File: src/rtl/walk_pkg.sv
package walk_pkg;
    localparam int PART_W = 5;
    localparam int NPART  = 1 << PART_W;

    typedef enum logic [1:0] {
        SLOT_IDLE = 2'd0,
        SLOT_WALK = 2'd1,
        SLOT_HOLD = 2'd2
    } slot_st_e;
endpackage

File: src/rtl/walk_const_tbl.sv
module walk_const_tbl #(
    parameter int CW    = 12,
    parameter int ORDER = 4001,
    parameter int MUL   = 37,
    parameter int ADD   = 11
) (
    input  logic [walk_pkg::PART_W-1:0] idx,
    output logic [CW-1:0]               val
);
    logic [CW-1:0] tbl [walk_pkg::NPART];

    for (genvar k = 0; k < walk_pkg::NPART; k++) begin : g_ent
        localparam int V = (MUL * k + ADD) % ORDER;
        assign tbl[k] = V[CW-1:0];
    end

    assign val = tbl[idx];
endmodule

File: src/rtl/walk_mod_add.sv
module walk_mod_add #(
    parameter int CW    = 12,
    parameter int ORDER = 4001,
    parameter int TW    = 2
) (
    input  logic          clk,
    input  logic          rst_n,
    input  logic          in_vld,
    input  logic [TW-1:0] in_tag,
    input  logic [CW-1:0] a,
    input  logic [CW-1:0] b,
    output logic          out_vld,
    output logic [TW-1:0] out_tag,
    output logic [CW-1:0] out_sum
);
    localparam int LO = CW / 2;
    localparam int HI = CW - LO;
    localparam logic [CW:0] ORD = (CW+1)'(ORDER);

    typedef struct packed {
        logic          vld;
        logic [TW-1:0] tag;
        logic [LO:0]   lo;
        logic [HI-1:0] ah;
        logic [HI-1:0] bh;
    } stg_t;

    stg_t        s_d, s_q;
    logic [CW:0] full;

    always_comb begin
        s_d.vld = in_vld;
        s_d.tag = in_tag;
        s_d.lo  = {1'b0, a[LO-1:0]} + {1'b0, b[LO-1:0]};
        s_d.ah  = a[CW-1:LO];
        s_d.bh  = b[CW-1:LO];
        full    = {({1'b0, s_q.ah} + {1'b0, s_q.bh} + {{HI{1'b0}}, s_q.lo[LO]}),
                   s_q.lo[LO-1:0]};
        if (full >= ORD) out_sum = CW'(full - ORD);
        else             out_sum = full[CW-1:0];
    end

    always_ff @(posedge clk or negedge rst_n) begin
        if (!rst_n) s_q <= '0;
        else        s_q <= s_d;
    end

    assign out_vld = s_q.vld;
    assign out_tag = s_q.tag;

    // operands below the order must give a residue below the order
    a_r4_sum_in_range: assert property (@(posedge clk) disable iff (!rst_n)
        out_vld |-> (out_sum < CW'(ORDER)));
    a_r4_operands_in_range: assert property (@(posedge clk) disable iff (!rst_n)
        in_vld |-> (a < CW'(ORDER)) && (b < CW'(ORDER)));
endmodule

File: src/rtl/walk_chain_ctrl.sv
module walk_chain_ctrl #(
    parameter int NCH     = 4,
    parameter int XW      = 16,
    parameter int CW      = 12,
    parameter int ORDER   = 4001,
    parameter int DP_BITS = 3,
    parameter int DP_PAT  = 5,
    parameter int MAX_LEN = 6,
    parameter int E_MUL   = 37,
    parameter int E_ADD   = 11,
    parameter int F_MUL   = 53,
    parameter int F_ADD   = 5,
    localparam int SW     = (NCH > 1) ? $clog2(NCH) : 1
) (
    input  logic          clk,
    input  logic          rst_n,
    input  logic          start_valid,
    output logic          start_ready,
    input  logic [XW-1:0] start_x,
    input  logic [XW-1:0] start_y,
    input  logic [CW-1:0] start_c,
    input  logic [CW-1:0] start_d,
    output logic          iss_valid,
    output logic [SW-1:0] iss_slot,
    output logic [4:0]    iss_part,
    output logic [XW-1:0] iss_x,
    output logic [XW-1:0] iss_y,
    input  logic [XW-1:0] res_x,
    input  logic [XW-1:0] res_y,
    input  logic          res_inf,
    output logic          dp_valid,
    input  logic          dp_ready,
    output logic [SW-1:0] dp_slot,
    output logic [XW-1:0] dp_x,
    output logic [XW-1:0] dp_y,
    output logic [CW-1:0] dp_c,
    output logic [CW-1:0] dp_d
);
    import walk_pkg::*;

    localparam int LW = $clog2(MAX_LEN + 2);
    localparam logic [SW-1:0] LAST = SW'(NCH - 1);

    typedef struct packed {
        slot_st_e      st;
        logic [XW-1:0] x;
        logic [XW-1:0] y;
        logic [CW-1:0] c;
        logic [CW-1:0] d;
        logic [LW-1:0] len;
    } slot_t;

    typedef struct packed {
        slot_t [NCH-1:0] slots;
        logic [SW-1:0]   ptr;
        logic            dp_vld;
        logic [SW-1:0]   dp_slot;
        logic [XW-1:0]   dp_x;
        logic [XW-1:0]   dp_y;
        logic [CW-1:0]   dp_c;
        logic [CW-1:0]   dp_d;
    } state_t;

    state_t        st_d, st_q;
    slot_t         cur, nxt;
    logic          iss_vld_c, ld_c, rep_c, out_free, is_dp;
    logic [XW-1:0] ix, iy, rep_x, rep_y;
    logic [CW-1:0] c_src, d_src, e_k, f_k;
    logic          ca_vld, da_vld;
    logic [SW-1:0] ca_tag, da_tag;
    logic [CW-1:0] ca_sum, da_sum;

    walk_const_tbl #(.CW(CW), .ORDER(ORDER), .MUL(E_MUL), .ADD(E_ADD))
        i_etbl (.idx(ix[4:0]), .val(e_k));
    walk_const_tbl #(.CW(CW), .ORDER(ORDER), .MUL(F_MUL), .ADD(F_ADD))
        i_ftbl (.idx(ix[4:0]), .val(f_k));

    walk_mod_add #(.CW(CW), .ORDER(ORDER), .TW(SW)) i_cadd (
        .clk(clk), .rst_n(rst_n), .in_vld(iss_vld_c), .in_tag(st_q.ptr),
        .a(c_src), .b(e_k), .out_vld(ca_vld), .out_tag(ca_tag), .out_sum(ca_sum));
    walk_mod_add #(.CW(CW), .ORDER(ORDER), .TW(SW)) i_dadd (
        .clk(clk), .rst_n(rst_n), .in_vld(iss_vld_c), .in_tag(st_q.ptr),
        .a(d_src), .b(f_k), .out_vld(da_vld), .out_tag(da_tag), .out_sum(da_sum));

    always_comb begin
        st_d      = st_q;
        cur       = st_q.slots[st_q.ptr];
        nxt       = cur;
        iss_vld_c = 1'b0;
        ld_c      = 1'b0;
        rep_c     = 1'b0;
        ix        = res_x;
        iy        = res_y;
        rep_x     = res_x;
        rep_y     = res_y;
        c_src     = cur.c;
        d_src     = cur.d;
        out_free  = !st_q.dp_vld || dp_ready;
        is_dp     = (res_x[XW-1 -: DP_BITS] == DP_PAT[DP_BITS-1:0]);

        st_d.ptr = (st_q.ptr == LAST) ? '0 : st_q.ptr + 1'b1;
        if (st_q.dp_vld && dp_ready) st_d.dp_vld = 1'b0;

        unique case (cur.st)
            SLOT_IDLE: begin
                ld_c = 1'b1;
                if (start_valid) begin
                    iss_vld_c = 1'b1;
                    ix        = start_x;
                    iy        = start_y;
                    c_src     = start_c;
                    d_src     = start_d;
                    nxt.st    = SLOT_WALK;
                    nxt.len   = '0;
                end
            end
            SLOT_WALK: begin
                if (res_inf) begin
                    nxt.st = SLOT_IDLE;
                end else if (is_dp) begin
                    if (out_free) begin
                        rep_c  = 1'b1;
                        nxt.st = SLOT_IDLE;
                    end else begin
                        nxt.st = SLOT_HOLD;
                        nxt.x  = res_x;
                        nxt.y  = res_y;
                    end
                end else if (cur.len + LW'(1) > LW'(MAX_LEN)) begin
                    nxt.st = SLOT_IDLE;
                end else begin
                    iss_vld_c = 1'b1;
                    nxt.len   = cur.len + LW'(1);
                end
            end
            SLOT_HOLD: begin
                if (out_free) begin
                    rep_c  = 1'b1;
                    rep_x  = cur.x;
                    rep_y  = cur.y;
                    nxt.st = SLOT_IDLE;
                end
            end
            default: nxt.st = SLOT_IDLE;
        endcase

        if (rep_c) begin
            st_d.dp_vld  = 1'b1;
            st_d.dp_slot = st_q.ptr;
            st_d.dp_x    = rep_x;
            st_d.dp_y    = rep_y;
            st_d.dp_c    = cur.c;
            st_d.dp_d    = cur.d;
        end

        st_d.slots[st_q.ptr] = nxt;
        if (ca_vld) st_d.slots[ca_tag].c = ca_sum;
        if (da_vld) st_d.slots[da_tag].d = da_sum;
    end

    always_ff @(posedge clk or negedge rst_n) begin
        if (!rst_n) st_q <= '0;
        else        st_q <= st_d;
    end

    assign start_ready = ld_c;
    assign iss_valid   = iss_vld_c;
    assign iss_slot    = st_q.ptr;
    assign iss_part    = ix[4:0];
    assign iss_x       = ix;
    assign iss_y       = iy;
    assign dp_valid    = st_q.dp_vld;
    assign dp_slot     = st_q.dp_slot;
    assign dp_x        = st_q.dp_x;
    assign dp_y        = st_q.dp_y;
    assign dp_c        = st_q.dp_c;
    assign dp_d        = st_q.dp_d;

    // write-back lands two edges after issue, so the rotation must be longer
    initial a_r4_depth_ok: assert (NCH >= 2);

    // one slot per clock, wrapping after the last
    a_r1_slot_rotates: assert property (@(posedge clk) disable iff (!rst_n)
        1'b1 |=> iss_slot == (($past(iss_slot) == LAST) ? '0 : $past(iss_slot) + 1'b1));

    // every report matches the distinguished pattern
    a_r5_dp_pattern: assert property (@(posedge clk) disable iff (!rst_n)
        dp_valid |-> dp_x[XW-1 -: DP_BITS] == DP_PAT[DP_BITS-1:0]);

    // an infinity result never continues the walk
    a_r6_inf_no_issue: assert property (@(posedge clk) disable iff (!rst_n)
        (cur.st == SLOT_WALK) && res_inf |-> !iss_valid);

    // completed step count never exceeds the budget
    a_r7_len_bound: assert property (@(posedge clk) disable iff (!rst_n)
        cur.len <= LW'(MAX_LEN));

    // a stalled report holds still
    a_r10_dp_hold: assert property (@(posedge clk) disable iff (!rst_n)
        dp_valid && !dp_ready |=> dp_valid && $stable(dp_x) && $stable(dp_y)
                                  && $stable(dp_c) && $stable(dp_d) && $stable(dp_slot));
endmodule

File: config.mk
export PLATFORM = sky130hd
export DESIGN_NAME = walk_chain_ctrl
export DESIGN_NICKNAME = d
export VERILOG_FILES = /design/src/rtl/walk_pkg.sv /design/src/rtl/walk_const_tbl.sv /design/src/rtl/walk_mod_add.sv /design/src/rtl/walk_chain_ctrl.sv
export SDC_FILE = /design/constraint.sdc
export NUM_CORES = 1
export LEC_CHECK = 0
export CAP_MARGIN = 0
export CORE_MARGIN = 5
export CORE_UTILIZATION = 65
export CTS_BUF_LIST = sky130_fd_sc_hd__clkbuf_8 sky130_fd_sc_hd__clkbuf_16
export DETAILED_ROUTE_END_ITERATION = 16
export DONT_BUFFER_PORTS = 1
export HOLD_SLACK_MARGIN = 0.05
export PLACE_DENSITY = 0.81
export SLEW_MARGIN = 15
export SYNTH_ARGS = -nofsm -noshare
export SYNTH_HDL_FRONTEND = slang
export SYNTH_HIERARCHICAL = 1
export SYNTH_SLANG_ARGS = --single-unit
File: constraint.sdc
create_clock -name clk -period 10 [get_ports clk]
set_input_delay 2 -clock clk [delete_from_list [all_inputs] [get_ports clk]]
set_output_delay 2 -clock clk [all_outputs]
set_load 0.02 [all_outputs]
* After elaboration in Yosys (flattened, before gate mapping)
Memories as Yosys holds them, arrays and structs flattened. Cells that the tools add are included.
Storage, ports and cells: register bits after elaboration 346, ROM bits 768, input port bits 93, output and inout bits 100, memories 2
Cells by class: $add $sub $neg 10, order comparisons 8, equality and inequality tests 4, mux-type cells 60, bitwise operators 1, reductions and logical operators 7
Memories:
- (no name shown) | words 32, width 12, read ports 1, clocked after memory_dff 0, write ports 0, line walk_const_tbl.sv:17 | assign val = tbl[idx];
- (no name shown) | words 32, width 12, read ports 1, clocked after memory_dff 0, write ports 0, line walk_const_tbl.sv:17
Operators by type and width (count):
- $bwmux W244 | 3
- $mux W244 | 2
- $demux W61 S2 | 3
- $mux W16 | 8
- $mux W32 | 4
- $bmux W61 S2 | 1
- $mux W61 | 2
- $mux W12 | 10
- $mux W59 | 1
- $add A6 B6 Y7 | 4
- $mux W27 | 1
- $ge A13 B12 Y1 const B | 2
- $sub A12 B12 Y12 const B | 2
- $mux W15 | 1
- $add A7 B1 Y7 | 2
- $mux W2 | 7
- $mux W3 | 4
- $mux W1 | 9
- $ge A6 B6 Y1 const B | 1
- $lt A2 B3 Y1 const B | 2
- $not A5 Y6 | 1
- $pmux W2 S3 | 1
- $pmux W3 S2 | 1
- $eq A2 B2 Y1 const B | 2
- 12 further kinds | 16

* Depth between registers and ports, before layout
Gate-level depths: netlist of the first run.
depth in word-level cells 13, gate-level depth with buffers 19

* By module
Netlist of the first run, hierarchy kept.
By module, submodules not included:
- walk_chain_ctrl | instances 1, cells each 1385, area each 15760.1 um2, seq. area each 7632.3 um2
- walk_mod_add | instances 2, cells each 129, area each 1351.3 um2, seq. area each 550.5 um2
- walk_const_tbl at i_ftbl | instances 1, cells each 66, area each 533.0 um2, seq. area each 0.0 um2
- walk_const_tbl at i_etbl | instances 1, cells each 66, area each 429.2 um2, seq. area each 0.0 um2

* Worst setup path after synthesis of the first run
OpenSTA, ideal clock, no wires.
kind input-to-output, start point input start_valid, end point output iss_x[1], arrival 3341 ps, required time 8000 ps, path slack 4659 ps, stages on the path 5, buffers on the path 3, cells stage by stage nand2_1 > clkbuf_1 > buf_2 > mux2_2 > buf_4
On the way: longest elaborated chain between the ends 2
RTL lines:
- start, declared | line walk_chain_ctrl.sv:17 | input logic start_valid,
- $mux W16 | line walk_chain_ctrl.sv:107 | if (start_valid) begin
- $mux W16 | line walk_chain_ctrl.sv:104 | unique case (cur.st)
- end, declared | line walk_chain_ctrl.sv:26 | output logic [XW-1:0] iss_x,
Every way passes these cells.

* Worst setup path in the final report of the first run
start point register st_q (netlist bit iss_slot[1]), end point output iss_part[2]
On the way: longest elaborated chain between the ends 4
RTL lines:
- start, declared | line walk_chain_ctrl.sv:64 | state_t st_d, st_q;
- start signal, assigned | line walk_chain_ctrl.sv:163 | else st_q <= st_d;
- $bmux W61 S2 | line walk_chain_ctrl.sv:87 | cur = st_q.slots[st_q.ptr];
- $mux W61 (not written as such) | line walk_chain_ctrl.sv:87
- $logic_not A2 Y1 | line walk_chain_ctrl.sv:104
- $mux W16 | line walk_chain_ctrl.sv:104
- end, declared | line walk_chain_ctrl.sv:25 | output logic [4:0] iss_part,
Every way passes these cells. The select of a mux whose other input is x is not followed.

==> qor.yml, run 1 <==
outcome:
  status: "finished, final reports clean"
timing:
  setup_viol: 0
  max_slew_margin: 0.205
  finalMaxSlewViolations: 0
  worst_slew_pin_slew_ps: 1180
  fin_setup_tns_ps: 0
  worst_hold_slack_ps: 519
  rsz0062_at_grt: "false"
  max_freq_mhz: 153
  period_minus_slack_ps: 6530
  skew_ps: 20.0
  min_period_over_period: 0.653
  hold_viol_final: 0
global_route:
  use_met3: 0.0583
  grt_max_degree: 350
  grt_overflow: 0
  grt_pass1_wl_um: 72400
  use_met1: 0.354
  top_usage_layer: "met2"
  grt_pass1_vias: 13693
  grt_antenna_before_repair: 4
  use_met2: 0.442
  grt_usage: 0.266
floorplan:
  die_x_um: 183
  start_util: 0.657
  row_count: 63
  io-pin-count: 193
  core_area_sq_um: 29600
  die-area_sq_um: 33400
  die-height_um: 183
cts:
  post-cts-setup-buffer-count: 0
  clockBufferDepth: 3
  cts_buffers: 37
  clk_latency_ps: 520
  htreeDepth: 2
  cts_tree: "done"
  root_buffer: "clkbuf_16"
  cts_hold_buf: 0
  cts_resized: 0
  cts.clk_slew.worst_paths_ps: 60
  numClockSinks: 349
placed_design:
  gp_congestion: 0.847
  port_buffers: 0
  dp_hpwl_um: 28200
cells_and_area:
  final_nets: 1800
  syn_to_final_growth_pct: 3.78
  drive_gt1_frac: 0.186
worst_setup_path:
  cp.required_ps: 8000
  start_kind: "flop"
  critPathCaptureType: "output port"
  path_cells: "buf_4 > mux4_2 > inv_1 > ha_1 > nand2_4 > mux2_2"
  critical-path-slowest-cell: "mux2_2"
  crit_start: "iss_slot[1]"
  critPathMaxFanout: 57
  reg2reg_from: "iss_slot[1]"
  critical-path-top-delay-family: "multiplexers"
  path_class: "reg2out"
  path_buf_inv: 2
  max_stage_delay_ps: 900
  crit_arrival_ps: 4530
power_and_ir_drop:
  vdd_drop_max_v: 0.000193
  p_leak_nw: 8.30
  cellPowerDensity_nw_per_um2: 283
synthesis:
  synthesis.area_sq_um: 19400
  ys_ff_latch: 349
  avgSynthCellArea_sq_um: 10.9
  synth_edf_count: 0
  syn_inst: 1775
  synthArstFlopShare: 1.00
  synth_top_flop_cell: "dfrtp_1"
  ys_types: 69
  synthesis.nets: 1925
  ys_warn_count: 6
  synth_seq_area_share: 0.450
drt:
  wl_um: 44700
  dr.first_iter.drc_count: 1333
  drcViolationCount: 0
  wl_per_cell_um: 21.6
  antenna_left: 0
  vias_per_cell: 6.35
  dr_total_vias: 13131
  dr.pass1.iters: 8
worst_hold_path:
  hp-class: "reg2reg"
job:
  max-cap-violations: 0
layout by cell type (no fill, tap or decap), drive strengths merged, types with 5 or more instances in the layout:
cell / netlist / layout
dfrtp: 349 / 349
nor2: 175 / 175
a21oi: 155 / 155
mux2: 155 / 155
mux2i: 136 / 136
nand2: 129 / 129
o21ai: 127 / 127
inv: 55 / 69
mux4: 64 / 64
ha: 51 / 51
clkbuf: 54 / 43
xnor2: 27 / 27
a31oi: 21 / 21
buf: 125 / 15
nand2b: 14 / 14
nor3: 11 / 11
a21o: 10 / 10
xor2: 8 / 8
nand3b: 7 / 7
and3: 7 / 7
nor2b: 6 / 6
o21a: 6 / 6
fa: 6 / 6
nand3: 6 / 6
o31ai: 5 / 5
o22ai: 5 / 5
a211oi: 5 / 5
o211ai: 5 / 5
clkinv: 0 / 5
Yosys cell counts, types with 4 or more instances:
library cell / number / area share
a21o_1: 10 / 0.0039
nor3_1: 8 / 0.0021
buf_6: 10 / 0.0058
inv_1: 54 / 0.010
xor2_1: 8 / 0.0036
dfrtp_1: 349 / 0.45
a21oi_1: 155 / 0.040
buf_2: 22 / 0.0057
nor3b_1: 4 / 0.0015
nor2b_1: 6 / 0.0019
and3_1: 6 / 0.0019
o211ai_1: 4 / 0.0015
clkbuf_1: 54 / 0.010
o22ai_1: 5 / 0.0016
a211oi_1: 5 / 0.0019
mux2i_1: 136 / 0.070
o21ai_1: 14 / 0.0036
buf_4: 78 / 0.030
nor2_1: 175 / 0.034
nand2b_1: 14 / 0.0045
ha_1: 51 / 0.033
o21ai_0: 111 / 0.029
nand2_1: 129 / 0.025
nor4b_1: 4 / 0.0018
o31ai_1: 5 / 0.0019
o21bai_1: 4 / 0.0015
xnor2_1: 26 / 0.012
nand3b_1: 7 / 0.0027
nand3_1: 4 / 0.0010
o21a_1: 6 / 0.0023
a31oi_1: 21 / 0.0068
buf_1: 13 / 0.0025
fa_1: 6 / 0.0062
mux4_2: 64 / 0.074
mux2_2: 154 / 0.089
worst paths after layout:
check	endpoint	slack (ps)	cells after the start
worst max register to register	i_dadd/s_q[18]	3990	14
worst max-delay path	iss_part[2]	3470	6
max in group asynchronous	dp_y[5]	8290	0
min in group asynchronous	dp_d[9]	1190	0
worst min register to register	flop	520	1
worst min-delay path	flop	520	1
metrics by stage:
stage / setup WS (ps) / area, sq um / util / power (mW) / cells
4_1_cts: 3420 / 20200 / 0.682 / 5.69 / 2065
3_3_place_gp: 4020 / 19000 / 0.643 / 4.27 / 2001
2_1_floorplan: 4660 / 19400 / - / 4.00 / 1775
6_report: 3470 / 20200 / 0.682 / 5.70 / 2067
5_1_grt: 3220 / 20200 / 0.682 / 6.03 / 2067
3_5_place_dp: 3960 / 19000 / 0.643 / 4.37 / 2001
cell families after synthesis:
group,after synthesis,share of synthesized area
xor gates and xnor gates,35,0.0162
buffers and inverters,234,0.0670
other,2,0.000387
adders and majority gates,57,0.0390
muxes,355,0.234
DFF,349,0.450
and+or+nand+nor,376,0.0849
AOI/OAI and AO/OA,367,0.109
metal layers:
layer | up-vias | share of wire
li1 | 5943 | -
met1 | 6643 | 0.41
met2 | 467 | 0.49
met3 | 74 | 0.071
met4 | 4 | 0.026
met5 | - | 0.00063
area by class of cell:
class                      count  area [sq um]
multi-input combinational   1192          9470
sequential                   349          8740
inverter                      55           206
antenna                        2          5.00
clock inverter                21           129
clock buffer                  43          1010
tap                          390           488
fill                        2197          9400
timing repair buffer          15           113
power by group:
part	leakage, nW	switching (mW)	internal (mW)	total, mW
Sequential	3.91	0.369	1.82	2.18
Clock	0.606	0.551	0.744	1.29
Combinational	3.78	1.32	0.901	2.22
Note: power is estimated with default switching activity, not from simulation.
==> run 2, diff against run 1 <==
Clock period 10 ns to 6.47 ns, I/O delays scaled along.
==> qor.yml, run 2 (synthesis gave the netlist of run 1 again) <==
outcome:
  status: "finished, final reports clean"
drt:
  wl_um: 45800
  drcViolationCount: 0
  antenna_left: 0
  dr_total_vias: 13253
  dr.first_iter.drc_count: 1072
  dr.pass1.iters: 5
  wl_per_cell_um: 22.1
  vias_per_cell: 6.41
cts:
  root_buffer: "clkbuf_16"
  htreeDepth: 2
  cts_tree: "done"
  numClockSinks: 349
  cts_buffers: 38
  cts.clk_slew.worst_paths_ps: 60
  cts_hold_buf: 0
  clk_latency_ps: 530
  post-cts-setup-buffer-count: 0
  clockBufferDepth: 3
  cts_resized: 0
cells_and_area:
  final_nets: 1801
  stdcell_count: 2069
  drive_gt1_frac: 0.190
  final_common_cell: "dfrtp_1"
  mostFrequentLayoutCells: "dfrtp_1 (347), nor2_1 (172), a21oi_1 (155)"
  syn_to_final_growth_pct: 4.44
worst_setup_path:
  cp.required_ps: 5180
  crit_start: "iss_slot[0]"
  r2r_setup_slack_ps: 1230
  setup.worst_path.end: "iss_valid"
  r2r_cells: 13
  critPathCaptureType: "output port"
  reg2reg_from: "iss_slot[0]"
  critPathMaxFanout: 27
  r2r-end: "i_dadd/s_q[18]"
  crit_arrival_ps: 4010
  path_class: "reg2out"
  start_kind: "flop"
timing:
  period_minus_slack_ps: 5300
  max_freq_mhz: 189
  skew_ps: 17.0
  max_slew_margin: 0.244
  hold_viol_final: 0
  finalMaxSlewViolations: 0
  rsz0062_at_grt: "false"
  setup_viol: 0
  worst_slew_pin_slew_ps: 1130
  min_period_over_period: 0.820
  fin_setup_tns_ps: 0
floorplan:
  start_util: 0.657
  die_x_um: 183
  io-pin-count: 193
  core_area_sq_um: 29600
  row_count: 63
  die-height_um: 183
  die-area_sq_um: 33400
global_route:
  grt_pass1_wl_um: 73700
  grt_pass1_vias: 13868
  grt_overflow: 0
  grt_usage: 0.272
  grt_max_degree: 350
  grt_antenna_before_repair: 6
placed_design:
  gp_congestion: 0.892
  dp_hpwl_um: 28700
  port_buffers: 0
  place_inst: 2001
power_and_ir_drop:
  cellPowerDensity_nw_per_um2: 440
  p_leak_nw: 8.34
  power_mw: 8.92
  vdd_drop_max_v: 0.000284
job:
  max-cap-violations: 0
worst_hold_path:
  hp-class: "in2async"
run 2: final cells by class:
| class | instances | area, sq um |
|---|---|---|
| fill | 2101 | 9270 |
| multi-input combinational | 1192 | 9470 |
| clock inverter | 23 | 205 |
| sequential | 349 | 8740 |
| clock buffer | 44 | 1040 |
| antenna | 1 | 2.50 |
| timing repair buffer | 15 | 125 |
| inverter | 55 | 206 |
| tap | 390 | 488 |
run 2: layer usage:
metal  wire length, um  track usage  vias to the layer above
met4              1270       0.0828                       10
met1             18500        0.365                     6636
li1                  -            -                     5965
met5                51            0                        -
met2             22500        0.451                      531
met3              3470       0.0611                      111
run 2: how the worst min path moves through the flow:
stage                start                end  slack [ps]
2_1_floorplan  iss_slot[1]  i_cadd/out_tag[1]         450
3_3_place_gp          flop               flop         480
3_5_place_dp          flop               flop         500
4_1_cts              rst_n           st_q[73]         460
5_1_grt              rst_n           st_q[73]         450
6_report             rst_n           st_q[73]         470
run 2: worst max-delay path: stages, from the launching register on:
cell and delay, ps:
dfrtp_4 760, buf_4 510, mux4_2 710, ha_1 390, or2_2 350, o21ai_1 350, o21ai_0 170, buf_4 210
run 2: per-stage QoR:
stage / hold WS (ps) / util / setup WS [ps] / instance area [sq um]
after floorplan: 446 / - / 1860 / 19400
after global placement: 485 / 0.644 / 1410 / 19000
after detailed placement: 500 / 0.644 / 1300 / 19000
after CTS: 459 / 0.686 / 1120 / 20300
after global routing: 452 / 0.686 / 928 / 20300
final: 471 / 0.686 / 1170 / 20300
run 2: where the power goes:
part | switching (mW) | internal (mW)
Combinational | 1.99 | 1.40
Sequential | 0.577 | 2.81
Clock | 0.880 | 1.27
Total | 3.44 | 5.48
